==> config.mk <==
export PLATFORM = sky130hd
export DESIGN_NAME = edge_wdog
export DESIGN_NICKNAME = d
export VERILOG_FILES = /design/src/rtl/edge_wdog_pkg.sv /design/src/rtl/edge_wdog_sync.sv /design/src/rtl/edge_wdog_timer.sv /design/src/rtl/edge_wdog_out.sv /design/src/rtl/edge_wdog.sv
export SDC_FILE = /design/constraint.sdc
export NUM_CORES = 1
export LEC_CHECK = 0
export BUFFER_PORTS_ARGS = -buffer_cell sky130_fd_sc_hd__buf_2
export CAP_MARGIN = 10
export CORE_MARGIN = 4
export CORE_UTILIZATION = 40
export DETAILED_ROUTE_END_ITERATION = 8
export MAX_ROUTING_LAYER = met4
export PLACE_DENSITY = 0.52
export SKIP_CTS_REPAIR_TIMING = 1
export SLEW_MARGIN = 20
export SYNTH_ARGS = -nofsm -noshare
export SYNTH_HDL_FRONTEND = slang
export SYNTH_HIERARCHICAL = 1
export SYNTH_SLANG_ARGS = --single-unit
==> constraint.sdc <==
create_clock -name clk_i -period 1.84 [get_ports clk_i]
set_input_delay 0.276 -clock clk_i [delete_from_list [all_inputs] [get_ports clk_i]]
set_output_delay 0.276 -clock clk_i [all_outputs]
set_load 0.1 [all_outputs]
==> src/rtl/edge_wdog_pkg.sv <==
package edge_wdog_pkg;
  // counter width able to hold 0..limit
  function automatic int unsigned cnt_width(input int unsigned limit);
    return (limit < 2) ? 1 : $clog2(limit + 1);
  endfunction
endpackage

==> src/rtl/edge_wdog_sync.sv <==
module edge_wdog_sync #(
  parameter int unsigned STAGES = 2
) (
  input  logic clk_i,
  input  logic rst_ni,
  input  logic kick_i,
  output logic edge_o
);
  logic [STAGES-1:0] pipe_q;
  logic              prev_q;

  always_ff @(posedge clk_i or negedge rst_ni) begin
    if (!rst_ni) pipe_q[0] <= 1'b0;
    else         pipe_q[0] <= kick_i;
  end

  for (genvar i = 1; i < STAGES; i++) begin : g_stage
    always_ff @(posedge clk_i or negedge rst_ni) begin
      if (!rst_ni) pipe_q[i] <= 1'b0;
      else         pipe_q[i] <= pipe_q[i-1];
    end
  end

  always_ff @(posedge clk_i or negedge rst_ni) begin
    if (!rst_ni) prev_q <= 1'b0;
    else         prev_q <= pipe_q[STAGES-1];
  end

  // either polarity counts as a kick
  assign edge_o = pipe_q[STAGES-1] ^ prev_q;
endmodule

==> src/rtl/edge_wdog_timer.sv <==
module edge_wdog_timer
  import edge_wdog_pkg::*;
#(
  parameter int unsigned TIMEOUT_CYCLES = 80_000_000
) (
  input  logic clk_i,
  input  logic rst_ni,
  input  logic sys_rst_ni,
  input  logic en_i,
  input  logic edge_i,
  output logic expired_o
);
  localparam int unsigned CW = cnt_width(TIMEOUT_CYCLES);
  localparam logic [CW-1:0] LIMIT = CW'(TIMEOUT_CYCLES);

  logic [CW-1:0] cnt_q;
  logic          clr;

  assign clr = !sys_rst_ni || edge_i || !en_i;

  always_ff @(posedge clk_i or negedge rst_ni) begin
    if (!rst_ni)             cnt_q <= '0;
    else if (clr)            cnt_q <= '0;
    else if (cnt_q != LIMIT) cnt_q <= cnt_q + 1'b1;
  end

  assign expired_o = (cnt_q == LIMIT);

  assert_no_overflow_R6: assert property (@(posedge clk_i) disable iff (!rst_ni)
    cnt_q <= LIMIT);
  assert_saturate_R6: assert property (@(posedge clk_i) disable iff (!rst_ni)
    (cnt_q == LIMIT) |=> (cnt_q == LIMIT) || (cnt_q == '0));
  assert_sysrst_clear_R3: assert property (@(posedge clk_i) disable iff (!rst_ni)
    !sys_rst_ni |=> cnt_q == '0);
  assert_edge_clear_R2: assert property (@(posedge clk_i) disable iff (!rst_ni)
    edge_i |=> cnt_q == '0);
  assert_disabled_hold_R5: assert property (@(posedge clk_i) disable iff (!rst_ni)
    !en_i |=> !expired_o);
  assert_count_step_R1: assert property (@(posedge clk_i) disable iff (!rst_ni)
    (!clr && cnt_q != LIMIT) |=> cnt_q == $past(cnt_q) + 1'b1);
endmodule

==> src/rtl/edge_wdog_out.sv <==
module edge_wdog_out (
  input  logic expired_i,
  input  logic en_i,
  input  logic supply_ok_i,
  output logic wd_n_o
);
  // undervoltage overrides the timer; enable gates expiry at once
  assign wd_n_o = supply_ok_i && !(expired_i && en_i);
endmodule

==> src/rtl/edge_wdog.sv <==
module edge_wdog #(
  parameter int unsigned TIMEOUT_CYCLES = 80_000_000,
  parameter int unsigned SYNC_STAGES    = 2
) (
  input  logic clk_i,
  input  logic rst_ni,
  input  logic sys_rst_ni,
  input  logic supply_ok_i,
  input  logic wd_en_i,
  input  logic kick_i,
  output logic wd_n_o
);
  logic kick_edge;
  logic expired;

  edge_wdog_sync #(.STAGES(SYNC_STAGES)) u_sync (
    .clk_i  (clk_i),
    .rst_ni (rst_ni),
    .kick_i (kick_i),
    .edge_o (kick_edge)
  );

  edge_wdog_timer #(.TIMEOUT_CYCLES(TIMEOUT_CYCLES)) u_timer (
    .clk_i      (clk_i),
    .rst_ni     (rst_ni),
    .sys_rst_ni (sys_rst_ni),
    .en_i       (wd_en_i),
    .edge_i     (kick_edge),
    .expired_o  (expired)
  );

  edge_wdog_out u_out (
    .expired_i   (expired),
    .en_i        (wd_en_i),
    .supply_ok_i (supply_ok_i),
    .wd_n_o      (wd_n_o)
  );

  always_comb begin
    if (rst_ni && !supply_ok_i) assert_lowline_R4: assert (!wd_n_o);
  end

  assert_disabled_out_R5: assert property (@(posedge clk_i) disable iff (!rst_ni)
    (!wd_en_i && supply_ok_i) |-> wd_n_o);
  assert_release_R2: assert property (@(posedge clk_i) disable iff (!rst_ni)
    (kick_edge && supply_ok_i && wd_en_i) |=> wd_n_o || !supply_ok_i || !wd_en_i);
endmodule

==> reports/metrics.yaml, run 1 <==
global_routing:
  grt_overflow: 0
  grt_pass1_wl_um: 6890
  grt_pass1_vias: 1498
  antenna_found_initial: 0
  grt_max_degree: 31
  groute.usage.overall: 0.177
worst_setup_path:
  reg2reg_depth: 6
  timing.rr.end: "u_timer/cnt_q[15]"
  r2r-start: "u_timer/cnt_q[4]"
  crit_path_start: "u_timer/cnt_q[0]"
  reg2reg_slack_ns: 0.02
  start_kind: "register"
  path_class: "reg -> out"
  critPathMaxFanout: 4
  endpoint_kind: "primary output"
  worstPathArrival_ns: 1.63
  crit_end: "wd_n_o"
  worstPathRequired_ns: 1.56
clock_tree:
  insertion_delay_ns: 0.27
  cts_buffer_depth: 2
  clock_sinks: 30
  cts_tree: "done"
  cts_root_buffer: "clkbuf_8"
  htree_levels: 2
  numCtsBuffers: 5
  clk_pin_slew_ns: 0.06
worst_hold_path:
  hold_class: "in -> async"
detailed_routing:
  ant_nets: 0
  vias_per_cell: 5.79
  first_pass_iters: 4
  drc_errors: 0
  wl_um: 4230
  post_drt_wl_per_cell_um: 16.1
  drt_iter0_markers: 110
  num_vias: 1517
sta:
  tightest_slew_ns: 0.692
  layout_min_cycle_time_ns: 1.91
  maxSlewHeadroom: 0.539
  fin_skew_ns: 0.00628
  setup_viol: 1
  setup_slack_ns: -0.0662
  rsz0062_at_grt: "yes"
  hold_slack_ns: 0.0409
  hold_violations: 0
  max_freq_ghz: 0.525
  fin_crit_sh: 1.04
  drv_slew: 0
power:
  total_power_mw: 1.22
  vdd_ir_drop_max_mv: 0.372
  power_leakage_nw: 0.862
  pwr_density_cell_mw_per_mm2: 557
die:
  die_h_um: 72.2
  initial_core_util: 0.412
  core-area_mm2: 0.00400
  die_w_um: 72.2
  ios: 7
  rows: 23
  dieArea_mm2: 0.00521
placed_design:
  place.gp.congestion: 0.819
  place_hpwl_um: 2900
  placement.io_buffers: 6
  place_area_mm2: 0.00191
  dpl.cell_count: 246
yosys:
  synth_seq_cells: 30
  synthCells: 171
  yosysUniqueCellTypes: 39
  syn_area_per_cell_um2: 9.63
  syn_nets: 179
  syn_area_mm2: 0.00165
  yosysWarnings: 6
  seq_area_frac_synth: 0.456
run_status:
  violations: "negative setup slack"
  status: "finished with violations"
cells_and_area:
  fin_cells: 262
  insertedDiodeCount: 0
  final_cell_mix: "buf_4 (32), dfrtp_1 (28), nor2_1 (12), a21oi_1 (12), nand2_1 (11)"
  nFillCells: 369
  area_growth_pct: 33.1
  layout_commonest_cell: "buf_4"
  post_route_cells_drive_above_1_share: 0.373
  nets: 220
  fin_area_mm2: 0.00219
run:
  drv_cap: 0
==> registers in the layout, indices dropped and copies added, names as in the netlist <==
register	cells
u_sync/pipe_q	2
u_sync/prev_q	1
u_timer/cnt_q	27
==> through the flow <==
| step | setup WS [ns] | utilization | setup TNS, ns |
|---|---|---|---|
| final | -0.0662 | 0.548 | -0.0662 |
| after floorplan | 0.0193 | - | 0 |
| after global placement | 0.0159 | 0.478 | 0 |
| after detailed placement | -0.00102 | 0.478 | -0.00102 |
| after CTS | -0.307 | 0.497 | -0.307 |
| after global routing | -0.154 | 0.548 | -0.256 |
==> worst max-delay path, cell delays in order, from the launching register on <==
cell      delay [ns]
dfrtp_1         0.40
inv_2           0.07
ha_4            0.14
and4bb_2        0.24
nand3_4         0.10
nor2_4          0.05
a21boi_4        0.17
buf_12          0.19
==> cell usage after synthesis, drive strengths merged <==
cell type,number,area share
dfrtp,30,0.46
a21oi,14,0.043
nand3,13,0.046
nor2,13,0.030
nand2,12,0.027
nand4,10,0.038
o31ai,7,0.032
or4,7,0.032
xor2,7,0.037
and4,5,0.029
o21ai,5,0.015
or2,5,0.021
and3,4,0.015
clkbuf,4,0.0091
inv,4,0.0091
xnor2,4,0.021
buf,3,0.013
or3,3,0.012
and2,2,0.0076
ha,2,0.015
mux2i,2,0.012
nor3,2,0.0061
nor4,2,0.0076
nor4b,2,0.014
o41ai,2,0.011
a211oi,1,0.0046
a21boi,1,0.0068
a31o,1,0.0053
and4bb,1,0.0076
nor4bb,1,0.0061
o311ai,1,0.0053
or4b,1,0.0061
==> cells by family (layout without fill, tap and decap cells) <==
| group | after synthesis | after routing | synth area share |
|---|---|---|---|
| compound gates | 32 | 32 | 0.122 |
| fa+ha+maj | 2 | 2 | 0.0152 |
| buf+inv | 11 | 52 | 0.0311 |
| xor+xnor | 11 | 11 | 0.0585 |
| simple gates | 83 | 83 | 0.305 |
| flops | 30 | 30 | 0.456 |
| mux | 2 | 2 | 0.0122 |
==> metal layers <==
metal  GRT usage  up-vias  wire (µm)
met2       0.273       42       2100
met1       0.227      738       1870
li1            -      725          -
met3      0.0457       12        168
met5           -        -          0
met4      0.0585        0         89
==> power breakdown <==
| group | total (mW) | internal, mW | switching [mW] |
|---|---|---|---|
| combinational | 0.0664 | 0.0234 | 0.0430 |
| sequential | 0.668 | 0.665 | 0.00310 |
| clock | 0.486 | 0.260 | 0.227 |
| total | 1.22 | 0.948 | 0.273 |
==> how the worst min path moves through the flow <==
stage                           startpoint  cells after the start                 to
final                               rst_ni                      1  u_timer/cnt_q[21]
after global routing                rst_ni                      1  u_timer/cnt_q[21]
after CTS                           rst_ni                      1  u_timer/cnt_q[21]
after detailed placement  u_sync/pipe_q[0]                      0   u_sync/pipe_q[1]
after global placement    u_sync/pipe_q[0]                      0   u_sync/pipe_q[1]
after floorplan                     rst_ni                      0   u_sync/pipe_q[0]
==> cell type report <==
cell class                 count  area (µm²)  share of cell area
sequential                    30         753               0.344
inverter                       4        15.0             0.00685
tap                           50        62.6              0.0286
multi-input combinational    130         971               0.443
timing repair buffer          41         313               0.143
clock buffer                   7        76.3              0.0348
No activity file was read; power rests on OpenSTA's default activity.
==> inputs of run 2 (changes only) <==
Settings changed: ABC_AREA set to 1.
==> run 2 against run 1 <==
Effect of this change:
- the run still ends with negative setup slack left
- sequential power barely moved
- critical endpoint unchanged
- critical path depth rose by 1
- clock power rose by 35%
- register-to-register slack improved by 0.15 ns
- combinational power rose by 13%
==> reports/metrics.yaml, run 2 <==
yosys:
  synth_compound_area_frac: 0.0623  # -0.0601
  yosysTopAreaCell: "dfrtp_1"
  yosysWarnings: 6  # unchanged
  synthCells: 283  # +65%
  seq_area_frac_synth: 0.385  # -0.0708
  synth_xor_area_frac: 0.0135  # -0.0450
  yosys-top-cells-area: "dfrtp_1 (39%), nand2_1 (16%), nor2_1 (8.5%)"
  syn_area_mm2: 0.00195  # +18%
  synth_top_area_frac: 0.385  # -0.0708
  syn_nets: 291  # +63%
  post-synth-top-count-cell: "nand2_1"
  async_flop_share: 1.00  # unchanged
  synth-adder-area-share: 0.0128  # -0.00236
  ys_top_cells_by_count: "nand2_1 (84), nor2_1 (44), inv_1 (33)"
  synth_edf_count: 0  # unchanged
  synthMuxAreaShare: 0  # -0.0122
  ys.flop_type: "dfrtp_1"
  syn_area_per_cell_um2: 6.89  # -28%
  yosys.area_share.simple: 0.447  # +0.142
  synth_top_family_by_area: "simple AND/OR/NAND/NOR gates"
  yosysUniqueCellTypes: 28  # -28%
  synth_seq_cells: 30  # unchanged
worst_setup_path:
  reg2reg_slack_ns: 0.17  # +0.15 ns
  worstPathArrival_ns: 1.60  # -0.03 ns
  start_kind: "register"
  worstPathCellList: "inv_2 -> ha_4 -> inv_2 -> nor4_4 -> nand3_1 -> nor2_2 -> a21oi_4 -> buf_12"
  worstPathRequired_ns: 1.56  # about the same
  crit_top_cell: "inv_2"
  endpoint_kind: "primary output"
  path_class: "reg -> out"
  cpPeakStageDelay_ns: 0.39  # about the same
  critPathMaxFanout: 2  # -2
  worst_path_max_delay_cell: "dfrtp_1"
  reg2reg_depth: 10  # +4
run:
  drv_cap: 0  # unchanged
cells_and_area:
  largestRegisters: "u_timer/cnt_q: 27 flops, u_sync/pipe_q: 2 flops, u_sync/prev_q: 1 flops"
  area_growth_pct: 22.7
  nFillCells: 472  # +28%
  layout_commonest_cell: "nand2_1"
  final_cell_mix: "nand2_1 (84), nor2_1 (43), inv_1 (30), dfrtp_1 (30), buf_4 (24)"
  post_route_cells_drive_above_1_share: 0.236  # -0.137
  largest_reg_flops: 27  # unchanged
  insertedDiodeCount: 0  # unchanged
  regMostFlops: "u_timer/cnt_q"
  fin_area_mm2: 0.00239  # +9.1%
  nets: 325  # +48%
sta:
  maxSlewHeadroom: 0.516  # -0.0223
  fin_crit_sh: 1.02  # -0.0173
  hold_violations: 0  # unchanged
  fin_skew_ns: 0.00284  # -0.00344 ns
  tightest_slew_ns: 0.726  # +0.0335 ns
  setup_viol: 1  # unchanged
  layout_min_cycle_time_ns: 1.87  # -0.0318 ns
  setup_slack_ns: -0.0344  # +0.0318 ns
  max_freq_ghz: 0.533  # +1.7%
  rsz0062_at_grt: "yes"
  tns_ns: -0.0344  # +0.0318 ns
  drv_slew: 0  # unchanged
detailed_routing:
  num_vias: 1798  # +19%
  drt_iter0_markers: 73  # -34%
  first_pass_iters: 4  # unchanged
  ant_nets: 0  # unchanged
  wl_um: 4850  # +15%
  drc_errors: 0  # unchanged
  vias_per_cell: 4.67  # -19%
  post_drt_wl_per_cell_um: 12.6  # -22%
placed_design:
  place_hpwl_um: 3840  # +32%
  place.gp.congestion: 0.820  # +0.13%
  placement.io_buffers: 6  # unchanged
  place_area_mm2: 0.00222  # +16%
  dp_slack_ns: -0.0774  # -0.0764 ns
clock_tree:
  htree_levels: 2  # unchanged
  clock_sinks: 30  # unchanged
  cts_buffer_depth: 2  # unchanged
  insertion_delay_ns: 0.28  # about the same
  cts_tree: "done"
  clk_pin_slew_ns: 0.07  # about the same
  cts_root_buffer: "clkbuf_8"
  numCtsBuffers: 5  # unchanged
power:
  p_switching_mw: 0.310  # +14%
  vdd_ir_drop_max_mv: 0.506  # +36%
  share_comb_of_total_power: 0.054  # about the same
  clock_power_share: 0.469  # +0.071
  p_int_mw: 1.09  # +15%
  power_leakage_nw: 1.05  # +22%
  seqPwrFrac: 0.477  # -0.070
  pwr_density_cell_mw_per_mm2: 585  # +5.0%
  total_power_mw: 1.40  # +15%
  p_sw_frac: 0.222  # -0.00168
global_routing:
  grt_pass1_wl_um: 8380  # +22%
  grt_pass1_vias: 1793  # +20%
  groute.usage.overall: 0.187  # +0.0102
  antenna_found_initial: 0  # unchanged
  grt_overflow: 0  # unchanged
  grt_max_degree: 31  # unchanged
die:
  initial_core_util: 0.413  # +0.00108
  dieArea_mm2: 0.00605  # +16%
  ios: 7  # unchanged
  core-area_mm2: 0.00472  # +18%
  die_h_um: 77.8  # +7.8%
  rows: 25  # +8.7%
  die_w_um: 77.8  # +7.8%
run_status:
  status: "finished with violations"
  violations: "negative setup slack"
worst_hold_path:
  hold_class: "in -> async"
[run 2: cell types whose count changed after synthesis, sizes merged, moves of 6 or more]
cell,delta
nor2,+46
nand4,-7
o31ai,-7
or4,-7
nand3,+6
inv,+32
nand2,+80
[run 2: worst max-delay path, delay by kind of cell (launching register included)]
family,cells,cell delay [ns]
buf+inv,3,0.28
compound gates,1,0.08
fa+ha+maj,1,0.12
flops,1,0.39
simple gates,3,0.44
[run 2: worst paths after layout]
| path | startpoint | to |
|---|---|---|
| hold reg to reg | u_sync/pipe_q[0] | u_sync/pipe_q[1] |
| hold / removal | rst_ni | u_timer/cnt_q[17] |
| max in group asynchronous | rst_ni | u_timer/cnt_q[3] |
| setup / recovery | u_timer/cnt_q[0] | wd_n_o |
| setup reg to reg | u_timer/cnt_q[1] | u_timer/cnt_q[26] |
| min in group clk_i | kick_i | u_sync/pipe_q[0] |
[run 2: logic make-up after synthesis]
logic type,Yosys count
compound gates,22
xor+xnor,3
fa+ha+maj,2
simple gates,186
buf+inv,40
flops,30
[run 2: routing by layer]
metal,global-route usage,up-vias,wire (µm)
li1,-,950,-
met1,0.226,811,2270
met2,0.303,29,2340
met3,0.0383,8,157
met4,0.0801,0,82
met5,-,-,0
[run 2: cell type report]
cell class / count / area (µm²) / area share
Multi-Input combinational cell: 213 / 1080 / 0.453
Sequential cell: 30 / 751 / 0.314
Timing Repair Buffer: 30 / 225 / 0.0942
Inverter: 37 / 139 / 0.0581
Tap cell: 67 / 83.8 / 0.0351
Clock buffer: 5 / 68.8 / 0.0288
Clock inverter: 3 / 40.0 / 0.0167
[run 2: through the flow]
stage / util / cells / hold slack, ns
2_1_floorplan: - / 283 / -0.0196
3_3_place_gp: 0.470 / 375 / 0.349
3_5_place_dp: 0.470 / 375 / 0.339
4_1_cts: 0.493 / 383 / 0.0591
5_1_grt: 0.506 / 385 / 0.0818
6_report: 0.506 / 385 / 0.0435
[run 2: power groups by stage]
stage | clock network [mW] | registers [mW] | logic [mW]
6_report | 0.656 | 0.667 | 0.0752
3_5_place_dp | 0 | 0.679 | 0.0670
2_1_floorplan | 0 | 0.679 | 0.0317
5_1_grt | 0.712 | 0.667 | 0.0847
3_3_place_gp | 0 | 0.679 | 0.0673
4_1_cts | 0.682 | 0.666 | 0.0672
==> inputs of run 3 (changes only) <==
Settings changed: CORE_MARGIN 4 to not set, RECOVER_POWER set to 50.
==> run 3 against run 2 <==
Effect of this change:
- the flow finishes with violations (max-capacitance violations, max-slew violations, negative setup slack)
- sequential power about the same
- register-to-register slack got worse by 0.06 ns
- combinational power decreased by 2%
- sequential share of layout area increased by 0.72 points
==> reports/metrics.yaml, run 3 (synthesized netlist as in run 2, its figures left out) <==
run_status:
  status: "finished with violations"
  violations: "max-capacitance violations, max-slew violations, negative setup slack"
sta:
  fin_skew_ns: 0.00478  # +0.00194 ns
  fin_crit_sh: 1.02  # about the same
  setup_viol: 1  # unchanged
  rsz0062_at_grt: "yes"
  maxSlewHeadroom: -0.0836  # -0.600
  layout_min_cycle_time_ns: 1.87  # -0.000000500 ns
  hold_slack_ns: 0.102  # +0.0586 ns
  hold_violations: 0  # unchanged
  tightest_slew_ns: 1.63  # +0.900 ns
  drv_slew: 31  # +31
  max_freq_ghz: 0.533  # unchanged
  setup_slack_ns: -0.0344  # +0.000000500 ns
placed_design:
  place.gp.congestion: 0.866  # +5.6%
  dp_slack_ns: -0.111  # -0.0339 ns
  placement.io_buffers: 6  # unchanged
  place_hpwl_um: 3790  # -1.3%
detailed_routing:
  num_vias: 1808  # +0.56%
  vias_per_cell: 4.89  # +4.6%
  drc_errors: 0  # unchanged
  first_pass_iters: 4  # unchanged
  post_drt_wl_per_cell_um: 12.8  # +2.0%
  drt_iter0_markers: 93  # +27%
  wl_um: 4750  # -2.0%
  ant_nets: 0  # unchanged
clock_tree:
  insertion_delay_ns: 0.28  # about the same
  cts_buffer_depth: 2  # unchanged
  clock_sinks: 30  # unchanged
  numCtsBuffers: 5  # unchanged
  cts_tree: "done"
  cts_root_buffer: "clkbuf_8"
  htree_levels: 2  # unchanged
  clk_pin_slew_ns: 0.06  # about the same
worst_setup_path:
  endpoint_kind: "primary output"
  worstPathArrival_ns: 1.60  # about the same
  path_class: "reg -> out"
  start_kind: "register"
  reg2reg_slack_ns: 0.11  # -0.06 ns
  critPathMaxFanout: 2  # unchanged
  worstPathRequired_ns: 1.56  # about the same
run:
  drv_cap: 1  # +1
cells_and_area:
  insertedDiodeCount: 0  # unchanged
  final_util: 0.498  # -0.00809
  post_route_cells_drive_above_1_share: 0.222  # -0.0143
  largest_reg_flops: 27  # unchanged
  largestRegisters: "u_timer/cnt_q: 27 flops, u_sync/pipe_q: 2 flops, u_sync/prev_q: 1 flops"
  nets: 324  # -0.31%
  layout_commonest_cell: "nand2_1"
  final_cell_mix: "nand2_1 (84), nor2_1 (43), inv_1 (30), dfrtp_1 (30), buf_4 (23)"
  area_growth_pct: 19.9
  regMostFlops: "u_timer/cnt_q"
power:
  pwr_density_cell_mw_per_mm2: 525  # -10%
  power_leakage_nw: 1.03  # -2.2%
  vdd_ir_drop_max_mv: 0.424  # -16%
global_routing:
  grt_overflow: 0  # unchanged
  grt_pass1_wl_um: 8360  # -0.25%
  grt_max_degree: 31  # unchanged
  groute.usage.overall: 0.223  # +0.0354
  grt_pass1_vias: 1880  # +4.9%
  antenna_found_initial: 0  # unchanged
die:
  initial_core_util: 0.415  # +0.00275
  ios: 7  # unchanged
  rows: 25  # unchanged
  die_w_um: 71.8  # -7.7%
  core-area_mm2: 0.00469  # -0.66%
  die_h_um: 71.8  # -7.7%
  dieArea_mm2: 0.00516  # -15%
worst_hold_path:
  hold_class: "in -> reg"
-- run 3: per-stage QoR --
step | area (µm²) | TNS, ns | cells | power [mW]
floorplan | 1960 | 0 | 283 | 0.711
finish | 2340 | -0.0344 | 370 | 1.23
CTS | 2280 | -0.418 | 369 | 1.23
detailed placement | 2200 | -0.111 | 362 | 0.747
global placement | 2200 | -0.0754 | 362 | 0.746
global route | 2340 | -0.129 | 370 | 1.28
-- run 3: layout make-up --
class | count | area (µm²)
inverters | 37 | 139
multi-input cells | 213 | 1090
repair buffers | 29 | 216
flip-flops and latches | 30 | 751
fillers | 482 | 2350
well taps | 54 | 67.6
clock buffers | 7 | 76.3
-- run 3: path summary, 6_finish.rpt --
check,from,end,cells after the start
hold reg to reg,u_sync/pipe_q[0],u_sync/pipe_q[1],0
setup reg to reg,u_timer/cnt_q[0],u_timer/cnt_q[26],10
min in group asynchronous,rst_ni,u_timer/cnt_q[15],1
max in group asynchronous,rst_ni,u_timer/cnt_q[5],1
setup / recovery,u_timer/cnt_q[0],wd_n_o,8
hold / removal,kick_i,u_sync/pipe_q[0],1
-- run 3: worst max-delay path, stage by stage, from the launching register on --
cell and delay, ns:
dfrtp_1 0.39, inv_2 0.08, ha_4 0.12, inv_2 0.04, nor4_4 0.15, nand3_1 0.12, nor2_2 0.17, a21oi_4 0.08
buf_12 0.17
-- run 3: layer usage --
metal	track usage	up-vias	routed length (µm)
met5	-	-	0
met4	0.0675	0	74
met3	0.0464	7	134
met2	0.387	23	2360
met1	0.258	826	2180
li1	-	952	-
-- run 3: power breakdown --
| group | leakage, nW | internal [mW] | switching, mW | total [mW] |
|---|---|---|---|---|
| clock | 0.0383 | 0.260 | 0.226 | 0.485 |
| sequential | 0.412 | 0.665 | 0.00263 | 0.667 |
| combinational | 0.577 | 0.0252 | 0.0486 | 0.0738 |
| total | 1.03 | 0.950 | 0.277 | 1.23 |
